<file path="src/rtl/sc_pkg.sv">
package sc_pkg;

  // host address map
  localparam logic [7:0] ADDR_AMP      = 8'h10;
  localparam logic [7:0] ADDR_INC_BASE = 8'h11;

  // burst reference in eighths of a turn
  function automatic logic [2:0] burst_eighths(input logic pal, input logic vneg);
    if (!pal) return 3'd4;
    return vneg ? 3'd5 : 3'd3;
  endfunction

endpackage

</file>
<file path="src/rtl/sc_regs.sv">
module sc_regs #(
  parameter int ACC_W     = 32,
  parameter int PHASE_W   = 10,
  parameter logic [ACC_W-1:0] RESET_INC = 32'h21F07C1F
) (
  input  logic               clk,
  input  logic               rst,
  input  logic               wr_en,
  input  logic [7:0]         wr_addr,
  input  logic [7:0]         wr_data,
  output logic [ACC_W-1:0]   inc_q,
  output logic [PHASE_W-1:0] hue_q,
  output logic [7:0]         amp_q
);
  import sc_pkg::*;

  localparam int NB = ACC_W / 8;
  localparam logic [7:0] ADDR_INC_TOP = ADDR_INC_BASE + 8'(NB - 1);
  localparam logic [7:0] ADDR_HUE_LO  = ADDR_INC_BASE + 8'(NB);
  localparam logic [7:0] ADDR_HUE_HI  = ADDR_INC_BASE + 8'(NB + 1);

  logic [ACC_W-9:0] shadow_w;
  logic [7:0]       hue_lo_q;

  genvar gi;
  generate
    for (gi = 0; gi < NB - 1; gi++) begin : g_shadow
      logic [7:0] byte_q;
      always_ff @(posedge clk) begin
        if (rst)
          byte_q <= '0;
        else if (wr_en && wr_addr == ADDR_INC_BASE + 8'(gi))
          byte_q <= wr_data;
      end
      assign shadow_w[gi*8 +: 8] = byte_q;
    end
  endgenerate

  always_ff @(posedge clk) begin
    if (rst) begin
      inc_q    <= RESET_INC;
      hue_q    <= '0;
      hue_lo_q <= '0;
      amp_q    <= '0;
    end else if (wr_en) begin
      if (wr_addr == ADDR_AMP)     amp_q    <= wr_data;
      if (wr_addr == ADDR_INC_TOP) inc_q    <= {wr_data, shadow_w};
      if (wr_addr == ADDR_HUE_LO)  hue_lo_q <= wr_data;
      if (wr_addr == ADDR_HUE_HI)  hue_q    <= {wr_data[PHASE_W-9:0], hue_lo_q};
    end
  end

endmodule

</file>
<file path="src/rtl/sc_accum.sv">
module sc_accum #(
  parameter int ACC_W   = 32,
  parameter int PHASE_W = 10
) (
  input  logic               clk,
  input  logic               rst,
  input  logic [ACC_W-1:0]   inc,
  input  logic [PHASE_W-1:0] hue,
  input  logic               hsync_n,
  input  logic               vsync_n,
  input  logic               frame_mode,
  output logic               hs_fall,
  output logic               wrap,
  output logic [PHASE_W-1:0] phase_next,
  output logic [PHASE_W-1:0] phase_q
);

  logic [ACC_W-1:0] acc_q;
  logic [ACC_W:0]   sum;
  logic             hs_d, vs_d, vs_fall, clear;

  assign hs_fall    = hs_d & ~hsync_n;
  assign vs_fall    = vs_d & ~vsync_n;
  assign clear      = frame_mode ? vs_fall : hs_fall;
  assign sum        = {1'b0, acc_q} + {1'b0, inc};
  assign wrap       = sum[ACC_W] & ~clear;
  assign phase_next = acc_q[ACC_W-1 -: PHASE_W] + hue;

  always_ff @(posedge clk) begin
    if (rst) begin
      acc_q   <= '0;
      hs_d    <= 1'b1;
      vs_d    <= 1'b1;
      phase_q <= '0;
    end else begin
      hs_d    <= hsync_n;
      vs_d    <= vsync_n;
      acc_q   <= clear ? '0 : sum[ACC_W-1:0];
      phase_q <= phase_next;
    end
  end

endmodule

</file>
<file path="src/rtl/sc_burst.sv">
module sc_burst #(
  parameter int PHASE_W      = 10,
  parameter int BURST_CYCLES = 9
) (
  input  logic               clk,
  input  logic               rst,
  input  logic               hs_fall,
  input  logic               wrap,
  input  logic               std_pal,
  input  logic [7:0]         amp,
  input  logic [PHASE_W-1:0] phase_next,
  output logic               gate_q,
  output logic [7:0]         amp_out_q,
  output logic [PHASE_W-1:0] bphase_q
);
  import sc_pkg::*;

  localparam int CNT_W = $clog2(BURST_CYCLES + 1);
  localparam logic [CNT_W-1:0] LAST = CNT_W'(BURST_CYCLES - 1);

  logic [CNT_W-1:0]   cnt_q, cnt_n;
  logic               gate_n, sign_q;
  logic [PHASE_W-1:0] ref_w;

  always_comb begin
    gate_n = gate_q;
    cnt_n  = cnt_q;
    if (hs_fall) begin
      gate_n = 1'b1;
      cnt_n  = '0;
    end else if (gate_q && wrap) begin
      if (cnt_q == LAST) gate_n = 1'b0;
      else               cnt_n  = cnt_q + 1'b1;
    end
  end

  assign ref_w = {burst_eighths(std_pal, sign_q), {(PHASE_W-3){1'b0}}};

  always_ff @(posedge clk) begin
    if (rst) begin
      gate_q    <= 1'b0;
      cnt_q     <= '0;
      sign_q    <= 1'b0;
      amp_out_q <= '0;
      bphase_q  <= '0;
    end else begin
      gate_q    <= gate_n;
      cnt_q     <= cnt_n;
      sign_q    <= sign_q ^ hs_fall;
      amp_out_q <= gate_n ? amp : 8'h00;
      bphase_q  <= phase_next + ref_w;
    end
  end

endmodule

</file>
<file path="src/rtl/sc_synth.sv">
module sc_synth #(
  parameter int ACC_W        = 32,
  parameter int PHASE_W      = 10,
  parameter int BURST_CYCLES = 9,
  parameter logic [ACC_W-1:0] RESET_INC = 32'h21F07C1F
) (
  input  logic               clk,
  input  logic               rst,
  input  logic               wr_en,
  input  logic [7:0]         wr_addr,
  input  logic [7:0]         wr_data,
  input  logic               hsync_n,
  input  logic               vsync_n,
  input  logic               std_pal,
  input  logic               frame_mode,
  output logic [PHASE_W-1:0] phase_out,
  output logic [PHASE_W-1:0] burst_phase,
  output logic               burst_gate,
  output logic [7:0]         burst_amp
);

  logic [ACC_W-1:0]   inc_q;
  logic [PHASE_W-1:0] hue_q;
  logic [7:0]         amp_q;
  logic               hs_fall, wrap;
  logic [PHASE_W-1:0] phase_next;

  sc_regs #(.ACC_W(ACC_W), .PHASE_W(PHASE_W), .RESET_INC(RESET_INC)) u_regs (
    .clk(clk), .rst(rst), .wr_en(wr_en), .wr_addr(wr_addr), .wr_data(wr_data),
    .inc_q(inc_q), .hue_q(hue_q), .amp_q(amp_q)
  );

  sc_accum #(.ACC_W(ACC_W), .PHASE_W(PHASE_W)) u_accum (
    .clk(clk), .rst(rst), .inc(inc_q), .hue(hue_q), .hsync_n(hsync_n),
    .vsync_n(vsync_n), .frame_mode(frame_mode), .hs_fall(hs_fall), .wrap(wrap),
    .phase_next(phase_next), .phase_q(phase_out)
  );

  sc_burst #(.PHASE_W(PHASE_W), .BURST_CYCLES(BURST_CYCLES)) u_burst (
    .clk(clk), .rst(rst), .hs_fall(hs_fall), .wrap(wrap), .std_pal(std_pal),
    .amp(amp_q), .phase_next(phase_next), .gate_q(burst_gate),
    .amp_out_q(burst_amp), .bphase_q(burst_phase)
  );

endmodule

</file>
<file path="config.mk">
export PLATFORM = sky130hd
export DESIGN_NAME = sc_synth
export DESIGN_NICKNAME = d
export VERILOG_FILES = /design/src/rtl/sc_pkg.sv /design/src/rtl/sc_regs.sv /design/src/rtl/sc_accum.sv /design/src/rtl/sc_burst.sv /design/src/rtl/sc_synth.sv
export SDC_FILE = /design/constraint.sdc
export NUM_CORES = 1
export LEC_CHECK = 0
export BUFFER_PORTS_ARGS = -buffer_cell sky130_fd_sc_hd__buf_2
export CAP_MARGIN = 20
export CORE_MARGIN = 2
export CORE_UTILIZATION = 50
export CTS_CLUSTER_DIAMETER = 30
export DETAILED_ROUTE_END_ITERATION = 16
export GPL_TIMING_DRIVEN = 1
export PLACE_DENSITY = 0.68
export SYNTH_ARGS = -nofsm -noshare
export SYNTH_HDL_FRONTEND = slang
export SYNTH_SLANG_ARGS = --single-unit
</file>
<file path="constraint.sdc">
create_clock -name clk -period 3 [get_ports clk]
set_input_delay 0.6 -clock clk [delete_from_list [all_inputs] [get_ports clk]]
set_output_delay 0.6 -clock clk [all_outputs]
set_load 0.01 [all_outputs]
</file>
==> results of run 1 <==
## cell families after synthesis
family	Yosys count
AO/OA/AOI/OAI	148
flip-flops	143
XOR/XNOR	35
buffers and inverters	46
multiplexers	55
adder cells (fa/ha/maj)	47
AND/OR/NAND/NOR	287
## critical path: cells and delay by family, from the launching register on
kind | cells | cell delay [ns]
adders and majority gates | 3 | 1.05
xor gates and xnor gates | 3 | 0.45
DFF | 1 | 0.32
AOI/OAI and AO/OA | 5 | 0.77
and+or+nand+nor | 1 | 0.13
## state kept, by name (all words and copies together) (netlist names)
signal	count
u_accum.acc_q	32
u_regs.inc_q	32
u_regs.g_shadow.byte_q	24
u_burst.bphase_q	10
u_regs.hue_q	10
u_burst.amp_out_q	8
u_regs.amp_q	8
u_regs.hue_lo_q	8
u_burst.cnt_q	4
u_accum.phase_q	3
u_accum.hs_d	1
u_accum.vs_d	1
u_burst.gate_q	1
u_burst.sign_q	1
## stage by stage
step           hold WS [ns]  std cells  total power [mW]  utilization (%)  cell area (sq um)
6_report              0.389        995              4.81             58.9               7800
3_3_place_gp          0.434        963              2.74             54.3               7190
4_1_cts               0.374        995              4.83             58.8               7790
3_5_place_dp          0.443        963              2.75             54.3               7190
5_1_grt               0.385        995              5.00             58.9               7800
2_1_floorplan         0.429        761              2.58                -               6800
## cell usage after synthesis, drive strengths merged (2+ instances only)
master,number
buf,13
a21boi,3
nor3b,2
inv,11
o21a,6
a21oi,59
and2,12
o21ai,28
or2,5
xnor2,23
o211ai,6
fa,3
and3,2
o21bai,8
nand3b,18
a211oi,11
nor2b,7
xor2,12
clkbuf,22
ha,44
nand2,95
nand2b,6
dfxtp,143
nand3,16
a21o,17
nand4,6
nor2,103
or3,2
nor3,10
nor4,2
mux2i,54
## final cells by class
cell class                 count  area [sq um]
inverter                      11          41.3
tap                          176           220
fill                        1217          5440
clock buffer                  19           453
sequential                   143          2860
clock inverter                13           143
multi-input combinational    572          3750
timing repair buffer          61           330
## metal layers
layer	wire length, um	GRT usage [%]	up-vias
met5	0	0	-
met2	7380	37.0	110
met4	281	8.94	0
li1	-	-	2714
met3	632	4.34	18
met1	7000	27.8	2565
## power groups by stage
stage / Clock, mW / Combinational (mW) / Sequential (mW)
after global placement: 0 / 0.698 / 2.04
final: 2.08 / 0.720 / 2.00
after CTS: 2.11 / 0.713 / 2.00
after detailed placement: 0 / 0.704 / 2.05
after floorplan: 0 / 0.538 / 2.04
after global routing: 2.20 / 0.800 / 2.01
## worst max-delay path by stage
stage                                endpoint  slack (ns)
after floorplan           u_burst.bphase_q[9]        0.26
after global placement    u_burst.bphase_q[9]        0.14
after detailed placement  u_burst.bphase_q[9]        0.07
after CTS                 u_burst.bphase_q[9]        0.04
after global routing      u_burst.bphase_q[9]        0.02
final                     u_burst.bphase_q[9]        0.17
==> summary.txt, run 1 <==
Run status
  – Status: finished, final reports clean

Worst setup path
  – R2R depth: 12
  – Crit Path Max Fanout: 2
  – Worst Setup End Kind: flop
  – R2R Path Start: u_regs.hue_q[0]
  – Crit path DAT: 3.14 ns
  – Critical path class: reg -> reg
  – Critical-path cell list: ha_1, fa_1, a21o_1, a21oi_2, o21bai_1, a21oi_2, o21ai_0, xnor2_1, fa_2, xnor2_2, xnor2_1, nor2b_1
  – Slowest stage delay, CP: 0.42 ns
  – Worst setup startpoint: u_regs.hue_q[0]
  – Slowest cell on crit path: fa_2
  – Reg-to-reg endpoint: u_burst.bphase_q[9]
  – Startpoint class of the critical path: flop
  – Worst EP required: 3.31 ns
  – Flop-to-flop setup slack: 0.17 ns

Timing
  – Final hold viol count: 0
  – Max Clk Rate: 0.353 GHz
  – Tmin final: 2.83 ns
  – Worst Skew: 0.00913 ns
  – Least-Margin Pin Slew: 0.722 ns
  – Slew Limit Fails: 0
  – Rel. slew slack: 51.9%
  – RSZ-0062 raised after global routing: no
  – Final WS setup: 0.169 ns
  – Setup violators final: 0
  – Final period utilization: 94.4%
  – Final TNS setup: 0 ns

Clock tree
  – H-tree depth: 4
  – Sink Count: 143
  – Clock Latency Late Sink: 0.42 ns
  – CTS tree: done
  – Post-CTS Resized: 0
  – CTS Buf Count: 17
  – Clock slew at reported path FFs: 0.06 ns
  – Hold Buf Count CTS: 0
  – Post-CTS Setup Inserts: 0
  – Clock Tree Root: clkbuf_16
  – Longest Clk Path Bufs: 2

Cells and area
  – Layout cell share with drive strength beyond 1: 14.0%
  – Commonest cells after routing, fill and taps aside: dfxtp_1, nor2_1, nand2_1, a21oi_1, mux2i_1
  – Synth-to-Final Area Change: 14.8%
  – Diode count: 0
  – Most common cell after layout, fill and taps aside: dfxtp_1
  – Final-stage net count: 876

Detailed routing
  – DRC: 0
  – Antenna viol nets, final: 0
  – Via Count: 5407
  – Iteration-0 DRC Markers: 276
  – Pre-Repair DR Iteration Count: 5
  – Post-Route WL: 15.3 mm
  – Avg WL per Cell: 15.4 um
  – Via/cell ratio: 5.43

Logic synthesis
  – Gate Count Post-Synth: 761
  – Distinct cell type count after synthesis: 51
  – Flops & latches, synth: 143
  – Compound-gate portion of the synthesized area: 14.1%
  – Cell Area, Synth: 6800 sq um
  – Synth top area share: 42.1%
  – Adder-Cell Fraction of Synth Area: 8.98%
  – Syn Area/Cell: 8.94 sq um
  – Primary FF master, synth: dfxtp_1
  – Syn nets: 831
  – Synth warn: 0
  – Post-synthesis sequential area ratio: 42.1%
  – Post-synth ARST share: 0%
  – Post-synth top area cell: dfxtp_1
  – Main combinational cell family by area after synthesis: simple AND/OR/NAND/NOR gates
  – Post-Synth Simple-Gate Area: 19.2%
  – Largest cells by area after synthesis: dfxtp_1, ha_1, mux2i_1, nor2_1, nand2_1
  – Synth Area in XOR/XNOR: 4.51%
  – Post-synth EDFFs: 0
  – Mux cell area share after synthesis: 8.11%

Floorplanning
  – DIE AREA: 14500 sq um
  – Row Count: 42
  – Initial Util: 51.4%
  – Die span in x: 121 um
  – Die Y-Extent: 121 um
  – Ports: 52
  – Core area: 13200 sq um

Global route
  – Vias in the first global route: 5181
  – Largest net degree at the start of global routing: 75
  – First-pass GRT wire length: 25.1 mm
  – Gr usage total: 22.0%
  – Initial antenna violation count: 0
  – Remaining Overflow, GRT: 0

Placement
  – RePlAce Congestion: 0.943
  – IO Port Bufs: 51
  – Pre-CTS WS: 0.0748 ns
  – HPWL after detailed placement: 10.9 mm

Power and ir drop
  – Pwr dens: 616 nW/um^2
  – LEAKAGE: 3.44 nW
  – Switch Pwr: 1.32 mW
  – Clock power share: 43.3%
  – Worst vdd ir: 0.475 mV
  – Sequential share of power: 41.7%
  – Gate power share: 15.0%
  – Cell internal pwr: 3.48 mW
  – Sw Ratio: 27.6%

Worst hold path
  – Worst hold path depth: 2
  – Worst hold start: hsync_n
  – Hold EP: u_accum.hs_d
  – Tightest Hold Check Type: in -> reg

Run
  – Max-Cap Viols: 0
Power figures use the tool's default switching activity.
==> inputs of run 2 (changes only) <==
--- a/config.mk
+++ b/config.mk
@@ -5,6 +5,7 @@
 export SDC_FILE = /design/constraint.sdc
 export NUM_CORES = 1
 export LEC_CHECK = 0
+export ABC_AREA = 1
 export BUFFER_PORTS_ARGS = -buffer_cell sky130_fd_sc_hd__buf_2
 export CAP_MARGIN = 20
 export CORE_MARGIN = 2
==> summary.txt, run 2 <==
Logic synthesis
  – Synth top area share: 40.2%
  – Syn nets: 1048
  – Commonest cells in the netlist: nand2_1, dfxtp_1, nor2_1
  – Post-synthesis sequential area ratio: 40.2%
  – Post-synth top area cell: dfxtp_1
  – Most frequent cell after synthesis: nand2_1
  – Distinct cell type count after synthesis: 40
  – Flops & latches, synth: 143
  – Gate Count Post-Synth: 978
  – Cell Area, Synth: 7120 sq um
  – Post-synth EDFFs: 0
  – Synth warn: 0
  – Syn Area/Cell: 7.28 sq um
  – Largest cells by area after synthesis: dfxtp_1, nand2_1, ha_1, a21oi_1, nor2_1
  – Primary FF master, synth: dfxtp_1
  – Post-synth ARST share: 0%

Clock tree
  – Post-CTS Setup Inserts: 0
  – Longest Clk Path Bufs: 2
  – CTS Buf Count: 17
  – Hold Buf Count CTS: 0
  – Clock Latency Late Sink: 0.42 ns
  – Sink Count: 143
  – Clock slew at reported path FFs: 0.06 ns
  – H-tree depth: 4
  – Post-CTS Resized: 0
  – CTS tree: done
  – Clock Tree Root: clkbuf_16

Timing
  – Tmin final: 2.68 ns
  – Final hold viol count: 0
  – Rel. slew slack: 66.6%
  – Worst Skew: 0.0140 ns
  – Final WS setup: 0.317 ns
  – Setup violators final: 0
  – Least-Margin Pin Slew: 0.500 ns
  – Max Clk Rate: 0.373 GHz
  – Slew Limit Fails: 0
  – Final period utilization: 89.4%
  – RSZ-0062 raised after global routing: no
  – Final TNS setup: 0 ns

Detailed routing
  – Pre-Repair DR Iteration Count: 7
  – Antenna viol nets, final: 0
  – Avg WL per Cell: 14.5 um
  – Via Count: 6349
  – Iteration-0 DRC Markers: 434
  – Post-Route WL: 17.6 mm
  – Via/cell ratio: 5.23
  – DRC: 0

Worst setup path
  – Worst EP required: 3.32 ns
  – Critical-path cell list: ha_1, fa_1, nand2_1, inv_1, o21ai_0, nand2_1, nand4_1, o211ai_1, xor2_1, fa_1, xnor2_1, nand2_1, nand2_1, nor2_1
  – Buf/Inv on CP: 1
  – Crit Path Max Fanout: 4
  – Most frequent CP cell: nand2_1
  – Slowest cell on crit path: fa_1
  – Critical path class: reg -> reg
  – Crit-path leading delay family: adder cells
  – Crit path DAT: 3.00 ns
  – Worst Setup End Kind: flop
  – Startpoint class of the critical path: flop
  – Slowest stage delay, CP: 0.45 ns

Placement
  – HPWL after detailed placement: 12.5 mm
  – RePlAce Congestion: 0.965
  – Cell Area, Placed: 7480 sq um
  – Placed insts: 1182
  – Pre-CTS WS: 0.334 ns
  – IO Port Bufs: 51

Power and ir drop
  – Final Total Pwr: 4.72 mW
  – Worst vdd ir: 0.349 mV
  – LEAKAGE: 3.67 nW
  – Pwr dens: 586 nW/um^2

Cells and area
  – Most common cell after layout, fill and taps aside: nand2_1
  – Largest regs: u_accum.acc_q (32), u_regs.inc_q (32), u_regs.g_shadow.byte_q (24)
  – Final-stage net count: 1091
  – Diode count: 0
  – Design area: 8060 sq um
  – Commonest cells after routing, fill and taps aside: nand2_1, dfxtp_1, nor2_1, a21oi_1, inv_1
  – Final Non-Filler Cells: 1214
  – Synth-to-Final Area Change: 13.1%
  – Layout cell share with drive strength beyond 1: 11.1%

Global route
  – Vias in the first global route: 5751
  – First-pass GRT wire length: 28.6 mm
  – Initial antenna violation count: 0
  – Largest net degree at the start of global routing: 87
  – Gr usage total: 24.4%
  – Remaining Overflow, GRT: 0

Floorplanning
  – Row Count: 43
  – Die span in x: 123 um
  – Core area: 13900 sq um
  – Ports: 52
  – DIE AREA: 15200 sq um
  – Die Y-Extent: 123 um
  – Initial Util: 51.3%

Run status
  – Status: finished, final reports clean

Run
  – Max-Cap Viols: 0

Worst hold path
  – Tightest Hold Check Type: in -> reg
[run 2: cell types whose count changed after synthesis, moves of 7 or more]
cell / previous run / this run
mux2i_1: 54 / 0
a21oi_1: 58 / 104
nand3_1: 16 / 63
nor2b_1: 7 / 0
nor3_1: 8 / 16
inv_1: 11 / 100
and2_1: 12 / 2
xnor2_1: 23 / 3
nor2_1: 102 / 134
o21ai_0: 24 / 79
nand3b_1: 18 / 0
nand2_1: 95 / 177
a211oi_1: 8 / 0
a21o_1: 17 / 7
[run 2: cells by family after synthesis]
logic type	count (synthesis)	share of synthesized area, %
AOI/OAI and AO/OA	214	16.2
xor gates and xnor gates	10	1.23
adders and majority gates	47	8.58
buffers and inverters	134	7.75
DFF	143	40.2
and+or+nand+nor	430	26.0
[run 2: where the power goes]
part           internal [mW]  switching (mW)
combinational          0.218           0.433
clock                   1.17           0.906
sequential              1.96          0.0296
total                   3.35            1.37
[run 2: area by class of cell]
type | count | area [sq um]
clock buffers | 17 | 425
clock inverters | 15 | 151
fillers | 1327 | 5830
inverters | 103 | 387
multi-input cells | 701 | 3710
flip-flops and latches | 143 | 2860
well taps | 180 | 225
repair buffers | 55 | 298
[run 2: worst paths after layout]
check,start,to,slack (ns),cells past startpoint
hold reg to reg,u_regs.amp_q[3],u_burst.amp_out_q[3],0.44,2
setup reg to reg,u_regs.hue_q[0],u_burst.bphase_q[9],0.32,14
setup / recovery,u_regs.hue_q[0],u_burst.bphase_q[9],0.32,14
hold / removal,hsync_n,u_accum.hs_d,0.37,3
[run 2: through the flow]
step	utilization, %	hold WS (ns)
2_1_floorplan	-	0.416
3_3_place_gp	53.9	0.425
3_5_place_dp	53.9	0.430
4_1_cts	58.0	0.355
5_1_grt	58.0	0.388
6_report	58.0	0.368
[run 2: routing by layer]
layer / GRT usage, % / routed length (um) / vias to the layer above
met5: 0 / 0 / -
met4: 7.46 / 307 / 0
met3: 4.24 / 656 / 24
met2: 37.6 / 7790 / 130
met1: 34.9 / 8830 / 2875
li1: - / - / 3320
[run 2: tightest hold or removal path, stage by stage]
cell,delay [ns]
buf_2,0.07
inv_1,0.04
nand2_1,0.05
